### src/rtl/doorbell_pkg.sv
package doorbell_pkg;
  localparam int REG_W       = 32;
  localparam int RAISE_BIT   = 29;
  localparam int CTRL_DROP   = 16;
  localparam int READY_BIT   = 17;
  localparam int STAT_DROP_A = 16;
  localparam int STAT_DROP_B = 29;

  typedef enum logic [2:0] {
    SEL_NONE,
    SEL_DESC_A,
    SEL_DESC_B,
    SEL_CTRL,
    SEL_STAT,
    SEL_SW
  } regSel_e;

  typedef struct packed {
    logic    wrDescA;
    logic    wrDescB;
    logic    wrCtrl;
    logic    wrStat;
    logic    wrSwSet;
    logic    wrSwClr;
    logic    irqRaise;
    logic    irqDrop;
    logic    rdValid;
    regSel_e rdSel;
    logic    badAcc;
  } ctlStrobe_t;
endpackage

### src/rtl/doorbell_ctrl.sv
module doorbell_ctrl
  import doorbell_pkg::*;
#(
  parameter int          ADDR_W   = 12,
  parameter int unsigned OFF_DA   = 32'h028,
  parameter int unsigned OFF_DB   = 32'h02C,
  parameter int unsigned OFF_CTRL = 32'h04C,
  parameter int unsigned OFF_STAT = 32'h050,
  parameter int unsigned OFF_SET  = 32'h1F0,
  parameter int unsigned OFF_CLR  = 32'h1F4
) (
  input  logic [ADDR_W-1:0] addr,
  input  logic              wrEn,
  input  logic [REG_W-1:0]  wrData,
  input  logic              rdEn,
  output ctlStrobe_t        strobe
);
  regSel_e sel;
  logic    isSet;
  logic    isClr;

  always_comb begin
    sel   = SEL_NONE;
    isSet = 1'b0;
    isClr = 1'b0;
    if (addr == ADDR_W'(OFF_DA))        sel = SEL_DESC_A;
    else if (addr == ADDR_W'(OFF_DB))   sel = SEL_DESC_B;
    else if (addr == ADDR_W'(OFF_CTRL)) sel = SEL_CTRL;
    else if (addr == ADDR_W'(OFF_STAT)) sel = SEL_STAT;
    else if (addr == ADDR_W'(OFF_SET)) begin
      sel   = SEL_SW;
      isSet = 1'b1;
    end else if (addr == ADDR_W'(OFF_CLR)) begin
      sel   = SEL_SW;
      isClr = 1'b1;
    end
  end

  always_comb begin
    strobe          = '0;
    strobe.wrDescA  = wrEn && (sel == SEL_DESC_A);
    strobe.wrDescB  = wrEn && (sel == SEL_DESC_B);
    strobe.wrCtrl   = wrEn && (sel == SEL_CTRL);
    strobe.wrStat   = wrEn && (sel == SEL_STAT);
    strobe.wrSwSet  = wrEn && isSet;
    strobe.wrSwClr  = wrEn && isClr;
    strobe.irqRaise = (strobe.wrDescB && wrData[RAISE_BIT]) || strobe.wrSwSet;
    strobe.irqDrop  = (strobe.wrCtrl && wrData[CTRL_DROP])
                   || (strobe.wrStat && (wrData[STAT_DROP_A] || wrData[STAT_DROP_B]))
                   || strobe.wrSwClr;
    strobe.rdValid  = rdEn;
    strobe.rdSel    = rdEn ? sel : SEL_NONE;
    strobe.badAcc   = (wrEn || rdEn) && (sel == SEL_NONE);
  end
endmodule

### src/rtl/doorbell_dp.sv
module doorbell_dp
  import doorbell_pkg::*;
(
  input  logic             clk,
  input  logic             rstN,
  input  ctlStrobe_t       strobe,
  input  logic [REG_W-1:0] wrData,
  output logic [REG_W-1:0] rdData,
  output logic             irqOut,
  output logic             badAccess
);
  logic [REG_W-1:0] descA;
  logic [REG_W-1:0] descB;
  logic [REG_W-1:0] ctrlWord;
  logic [REG_W-1:0] statWord;
  logic [REG_W-1:0] swWord;
  logic [REG_W-1:0] rdNext;

  always_ff @(posedge clk or negedge rstN) begin
    if (!rstN) begin
      descA    <= '0;
      descB    <= '0;
      ctrlWord <= '0;
      statWord <= '0;
      swWord   <= '0;
    end else begin
      if (strobe.wrDescA) descA    <= wrData;
      if (strobe.wrDescB) descB    <= wrData;
      if (strobe.wrCtrl)  ctrlWord <= wrData;
      if (strobe.wrStat)  statWord <= wrData;
      if (strobe.wrSwSet) swWord   <= swWord | wrData;
      else if (strobe.wrSwClr) swWord <= swWord & ~wrData;
    end
  end

  always_ff @(posedge clk or negedge rstN) begin
    if (!rstN)                irqOut <= 1'b0;
    else if (strobe.irqRaise) irqOut <= 1'b1;
    else if (strobe.irqDrop)  irqOut <= 1'b0;
  end

  always_comb begin
    unique case (strobe.rdSel)
      SEL_DESC_A: rdNext = descA;
      SEL_DESC_B: rdNext = descB;
      SEL_CTRL: begin
        rdNext            = ctrlWord;
        rdNext[READY_BIT] = 1'b1;
      end
      SEL_STAT:   rdNext = statWord;
      SEL_SW:     rdNext = swWord;
      default:    rdNext = '0;
    endcase
  end

  always_ff @(posedge clk or negedge rstN) begin
    if (!rstN) begin
      rdData    <= '0;
      badAccess <= 1'b0;
    end else begin
      rdData    <= strobe.rdValid ? rdNext : '0;
      badAccess <= strobe.badAcc;
    end
  end
endmodule

### src/rtl/irq_doorbell_regs.sv
module irq_doorbell_regs
  import doorbell_pkg::*;
#(
  parameter int          ADDR_W   = 12,
  parameter int unsigned OFF_DA   = 32'h028,
  parameter int unsigned OFF_DB   = 32'h02C,
  parameter int unsigned OFF_CTRL = 32'h04C,
  parameter int unsigned OFF_STAT = 32'h050,
  parameter int unsigned OFF_SET  = 32'h1F0,
  parameter int unsigned OFF_CLR  = 32'h1F4
) (
  input  logic              clk,
  input  logic              rstN,
  input  logic [ADDR_W-1:0] addr,
  input  logic              wrEn,
  input  logic [31:0]       wrData,
  input  logic              rdEn,
  output logic [31:0]       rdData,
  output logic              irqOut,
  output logic              badAccess
);
  ctlStrobe_t strobe;

  doorbell_ctrl #(
    .ADDR_W(ADDR_W), .OFF_DA(OFF_DA), .OFF_DB(OFF_DB), .OFF_CTRL(OFF_CTRL),
    .OFF_STAT(OFF_STAT), .OFF_SET(OFF_SET), .OFF_CLR(OFF_CLR)
  ) u_ctrl (
    .addr(addr), .wrEn(wrEn), .wrData(wrData), .rdEn(rdEn), .strobe(strobe)
  );

  doorbell_dp u_dp (
    .clk(clk), .rstN(rstN), .strobe(strobe), .wrData(wrData),
    .rdData(rdData), .irqOut(irqOut), .badAccess(badAccess)
  );
endmodule

### config.mk
export PLATFORM = sky130hd
export DESIGN_NAME = irq_doorbell_regs
export DESIGN_NICKNAME = d
export VERILOG_FILES = /design/src/rtl/doorbell_pkg.sv /design/src/rtl/doorbell_ctrl.sv /design/src/rtl/doorbell_dp.sv /design/src/rtl/irq_doorbell_regs.sv
export SDC_FILE = /design/constraint.sdc
export NUM_CORES = 1
export LEC_CHECK = 0
export ABC_AREA = 1
export BUFFER_PORTS_ARGS = -buffer_cell sky130_fd_sc_hd__buf_2
export CORE_MARGIN = 10
export CORE_UTILIZATION = 50
export CTS_BUF_LIST = sky130_fd_sc_hd__clkbuf_8
export DETAILED_ROUTE_END_ITERATION = 8
export PLACE_DENSITY_LB_ADDON = 0.05
export SLEW_MARGIN = 40
export SYNTH_ARGS = -nofsm -noshare
export SYNTH_HDL_FRONTEND = slang
export SYNTH_SLANG_ARGS = --single-unit
### constraint.sdc
create_clock -name clk -period 2.4 [get_ports clk]
set_clock_uncertainty 0.15 [all_clocks]
set_input_delay 0.36 -clock clk [delete_from_list [all_inputs] [get_ports clk]]
set_output_delay 0.36 -clock clk [all_outputs]
set_load 0.01 [all_outputs]
==> impl_metrics.py, run 1 <==
metrics = {
    "logic_synthesis": {
        "ys.warnings.count": 0,
        "syn-mean-instance-area_sq_um": 8.09,
        "syn_nets": 1104,
        "syn_area_sq_mm": 0.00854,
        "yosysTopAreaCellShare": 0.565,
        "yosysTopAreaCell": "dfrtp_1",
        "synth_cell_types": 23,
        "synth_area_leaders": "dfrtp_1 (57%), nand2_1 (15%), o21ai_0 (8.8%), inv_1 (5.9%), nand3_1 (4.6%)",
        "yosysSeqAreaShare": 0.565,
        "synthCells": 1056,
        "synth-seq-cells": 193,
    },
    "grt": {
        "grt_max_degree": 63,
        "grt_usage": 0.195,
        "grt_pass1_wl_um": 35000,
        "antenna_found_initial": 0,
        "first_global_vias": 6814,
        "gr-total-overflow": 0,
    },
    "floorplan": {
        "pin_count": 82,
        "die_h_um": 151,
        "die_w_um": 151,
        "start_util": 0.513,
        "core_sq_mm": 0.0166,
        "core.rowCount": 47,
        "die_area_sq_mm": 0.0227,
    },
    "cts": {
        "cts.path.max_buffers": 2,
        "htreeDepth": 4,
        "clkSlewWorstSetupHoldPaths_ns": 0.10,
        "numCtsBuffers": 17,
        "clk_latency_ns": 0.46,
        "cts_setup_buffers": 0,
        "cts_tree": "built",
        "root_buffer": "clkbuf_8",
        "cts_sinks": 193,
    },
    "layout": {
        "drive_gt1_frac": 0.141,
        "final_cell_mix": "nand2_1 (336), dfrtp_1 (193), o21ai_0 (150)",
        "final_util": 0.595,
        "multiInputGateArea_sq_mm": 0.00297,
        "nets": 1203,
        "syn_to_final_growth_pct": 15.9,
        "final_area_sq_mm": 0.00990,
        "nFillCells": 1550,
        "seq_area_sq_mm": 0.00483,
        "final_common_cell": "nand2_1",
        "diodes": 0,
    },
    "hold_path": {
        "hp-class": "input pin to flop",
        "worstHoldStart": "wrData[22]",
    },
    "power_and_ir_drop": {
        "total_power_mw": 5.51,
        "power_leakage_nw": 5.13,
        "ir_worst_vdd_mv": 0.359,
        "powerDensity_mw_per_mm2": 557,
    },
    "sta": {
        "slew_violations": 0,
        "setup_viol_count_final": 0,
        "worst_slew_pin_slew_ns": 0.604,
        "setup_tns_ns": 0,
        "finalWorstSetupSlack_ns": 0.728,
        "rsz0062_at_grt": "false",
        "min_period_over_period": 0.697,
        "achievable-frequency_mhz": 598,
        "max_slew_margin": 0.597,
        "period_minus_slack_ns": 1.67,
        "hold_viol": 0,
    },
    "placed_design": {
        "place_congestion": 0.860,
        "numPortBuffers": 81,
        "dp_hpwl_um": 13600,
        "dpl_cell_area_sq_mm": 0.00942,
        "post-place-ws_ns": 0.263,
    },
    "critical_path": {
        "worstReg2RegStart": "u_dp.ctrlWord[31]$_DFFE_PN0N_",
        "required_ns": 2.65,
        "cp.arrival_ns": 1.93,
        "cp-end-kind": "flop",
        "crit_type": "input pin to flop",
        "cp_max_fo": 33,
        "critPathLaunch": "addr[9]",
        "cp-start-kind": "input pin",
    },
    "flow_run": {
        "drv_cap": 0,
    },
    "drt": {
        "viasPerCell": 5.00,
        "detail_route.drc_violations": 0,
        "first_pass_iters": 5,
        "first_iter_violations": 463,
        "ant_nets": 0,
        "wl_um": 21400,
        "vias": 6943,
        "wl_per_cell_um": 15.4,
    },
    "run_status": {
        "status": "completed",
    },
}
synthesized netlist by cell type (all sizes together):
library cell,number
nand2,336
nand4,4
inv,139
nand3b,1
buf,19
o21bai,1
nor3,4
dfrtp,193
nand3,82
a21oi,29
nor2,58
o21ai,160
clkbuf,30
timing repair:
action	in CTS	in global routing
hold endpoints to repair	53	0
hold buffers	12	0
resized for setup	0	0
kinds of logic after synthesis:
| family | synth area share |
|---|---|
| and+or+nand+nor | 0.232 |
| AOI/OAI and AO/OA | 0.112 |
| buffers and inverters | 0.0899 |
| DFF | 0.565 |
stage by stage:
step,instances,hold WS [ns]
global placement,1344,0.184
CTS,1388,0.000156
detailed placement,1344,0.181
finish,1388,0.0129
floorplan,1056,-0.0856
global route,1388,0.00601
per-layer routing:
metal / GRT usage / up-vias / wire length (um)
met3: 0.0471 / 9 / 1160
met5: 0 / - / 0
met4: 0.0351 / 0 / 125
li1: - / 3496 / -
met1: 0.267 / 3301 / 10300
met2: 0.312 / 137 / 9880
where the power goes:
group,switching [mW],leakage (nW),total (mW),internal [mW]
Sequential,0.00534,2.66,3.27,3.26
Combinational,0.164,2.29,0.244,0.0798
Clock,1.16,0.188,2.00,0.843
area by class of cell:
type	instances	area share
Clock buffer	18	0.0250
Clock inverter	14	0.0116
Inverter	139	0.0527
Multi-Input combinational cell	675	0.300
Sequential cell	193	0.488
Tap cell	220	0.0278
Timing Repair Buffer	129	0.0952
path summary, 6_finish.rpt:
check | depth (start not counted) | to | slack (ns)
max | 14 | u_dp.rdData[18]$_DFF_PN0_ | 0.73
min | 3 | flop | 0.01
max reg2reg | 6 | u_dp.rdData[31]$_DFF_PN0_ | 1.36
min reg2reg | 2 | u_dp.statWord[18]$_DFFE_PN0P_ | 0.34
max in group asynchronous | 3 | u_dp.rdData[2]$_DFF_PN0_ | 1.21
min in group asynchronous | 2 | u_dp.statWord[5]$_DFFE_PN0P_ | 0.24
critical path: stages:
cell and delay (ns):
buf_2 0.11, inv_1 0.04, nand2_1 0.04, nor2_1 0.23
nand3_2 0.12, buf_4 0.18, nand2_1 0.08, inv_2 0.06
nor2_8 0.19, buf_12 0.23, nand3_1 0.11, nand2_1 0.09
inv_1 0.04, nand2_1 0.04
(Power assumes the default switching activity.)
==> run 2: changes to the inputs <==
==> constraint.sdc (replaced) <==
create_clock -name clk -period 1.35 [get_ports clk]
set_clock_uncertainty 0.15 [all_clocks]
set_input_delay 0.2025 -clock clk [delete_from_list [all_inputs] [get_ports clk]]
set_output_delay 0.2025 -clock clk [all_outputs]
set_load 0.01 [all_outputs]
==> run 2 against run 1 <==
Compared with the run above: count of clock-buffer cells in the layout unchanged; non-clock buffer count rose by 45; utilization up 5.7 points; the flow now finishes with violations (setup timing); highest routed layer unchanged; critical endpoint is now rdData[16].
==> impl_metrics.py, run 2 (synthesized netlist as in run 1, its figures left out) <==
metrics = {
    "critical_path": {
        "worst_path_dominant_cell_family": "flip-flops",
        "r2r_cells": 6,
        "cp_slowest_cell": "dfrtp_1",
        "crit_buf_inv": 1,
        "cp.arrival_ns": 1.07,
        "cp_max_fo": 1,
        "r2r_setup_slack_ns": 0.32,
        "slowest_delay_ns": 0.44,
        "cp-end-kind": "primary output",
        "cp_cell_sequence": "buf_6",
        "required_ns": 1.00,
        "path_depth": 1,
        "crit_type": "flop to primary output",
        "cp-start-kind": "flop",
    },
    "layout": {
        "syn_to_final_growth_pct": 26.9,
        "final_common_cell": "nand2_1",
        "diodes": 0,
        "drive_gt1_frac": 0.195,
        "nFillCells": 1423,
        "nets": 1248,
        "final_cell_mix": "nand2_1 (325), dfrtp_1 (193), o21ai_0 (150)",
        "final_util": 0.652,
    },
    "sta": {
        "hold_viol": 0,
        "max_slew_margin": 0.765,
        "period_minus_slack_ns": 1.42,
        "min_period_over_period": 1.05,
        "whs_ns": 0.0114,
        "finalWorstSetupSlack_ns": -0.0682,
        "rsz0062_at_grt": "true",
        "worst_slew_pin_slew_ns": 0.352,
        "slew_violations": 0,
        "setup_viol_count_final": 18,
        "achievable-frequency_mhz": 705,
    },
    "drt": {
        "detail_route.drc_violations": 0,
        "ant_nets": 0,
        "viasPerCell": 4.99,
        "first_iter_violations": 489,
        "wl_met2_um": 10100,
        "met3_wirelength_um": 1200,
        "wl_per_cell_um": 15.4,
        "wl_met1_um": 10400,
        "first_pass_iters": 5,
        "wl_um": 22000,
        "maxUsedRoutingLayer": "met4",
        "vias": 7149,
    },
    "grt": {
        "grt_pass1_wl_um": 36700,
        "antenna_found_initial": 0,
        "first_global_vias": 7010,
        "grt_max_degree": 65,
        "grt_usage": 0.204,
        "gr-total-overflow": 0,
    },
    "placed_design": {
        "post-place-ws_ns": -0.489,
        "dp_hpwl_um": 13900,
        "numPortBuffers": 81,
        "place_congestion": 0.801,
    },
    "run_status": {
        "violations": "setup timing",
        "status": "finished, violations left",
    },
    "hold_path": {
        "hp-class": "input pin to async pin",
    },
    "floorplan": {
        "die_w_um": 151,
        "core_sq_mm": 0.0166,
        "die_area_sq_mm": 0.0227,
        "die_h_um": 151,
        "start_util": 0.513,
        "pin_count": 82,
        "core.rowCount": 47,
    },
    "flow_run": {
        "drv_cap": 0,
    },
    "cts": {
        "cts_tree": "built",
        "clkSlewWorstSetupHoldPaths_ns": 0.10,
        "numCtsBuffers": 17,
        "cts.path.max_buffers": 2,
        "clk_latency_ns": 0.49,
        "htreeDepth": 4,
        "cts_sinks": 193,
        "root_buffer": "clkbuf_8",
    },
    "power_and_ir_drop": {
        "power_leakage_nw": 5.44,
        "powerDensity_mw_per_mm2": 938,
        "ir_worst_vdd_mv": 0.687,
    },
}
==> run 2: through the flow <==
step	power (mW)	TNS [ns]	instances	cell area [sq um]
2_1_floorplan	6.06	-2.87	1056	8850
3_3_place_gp	6.40	-54.96	1360	9870
3_5_place_dp	6.40	-59.41	1360	9870
4_1_cts	10.3	-1.27	1425	10600
5_1_grt	10.6	-2.08	1433	10800
6_report	10.2	-0.327	1433	10800
==> run 2: cell type report <==
type                       count  area, sq um  share of cell area
timing repair buffer         174         1600               0.148
clock buffer                  18          248              0.0228
multi-input combinational    675         3180               0.294
tap                          220          275              0.0254
clock inverter                14          150              0.0138
inverter                     139          552              0.0509
sequential                   193         4830               0.445
==> run 2: report_power, final <==
part           switching [mW]  internal [mW]  leakage, nW
logic                   0.341          0.228         2.59
registers              0.0101           5.80         2.66
clock network            2.23           1.57        0.192
==> run 2: layer usage <==
metal | global-route usage | up-vias
li1 | - | 3596
met1 | 0.280 | 3363
met2 | 0.318 | 169
met3 | 0.0519 | 21
met4 | 0.0500 | 0
met5 | 0 | -
==> run 2: worst paths after layout <==
kind | from | endpoint
min in group clk | wrEn | flop
min reg2reg | u_dp.ctrlWord[16]$_DFFE_PN0N_ | u_dp.ctrlWord[16]$_DFFE_PN0N_
max | u_dp.rdData[16]$_DFF_PN0_ | rdData[16]
max in group asynchronous | rstN | u_dp.ctrlWord[1]$_DFFE_PN0N_
min | rstN | u_dp.rdData[5]$_DFF_PN0_
max reg2reg | u_dp.ctrlWord[20]$_DFFE_PN0N_ | u_dp.rdData[20]$_DFF_PN0_
==> run 2: repair_timing <==
item,4_1_cts,5_1_grt
setup endpoints to repair,34,67
resized for setup,1,20
pin swaps,0,5
hold buffers,33,0
buffers inserted,0,5
endpoints found under the hold margin,352,0
cloned,0,3
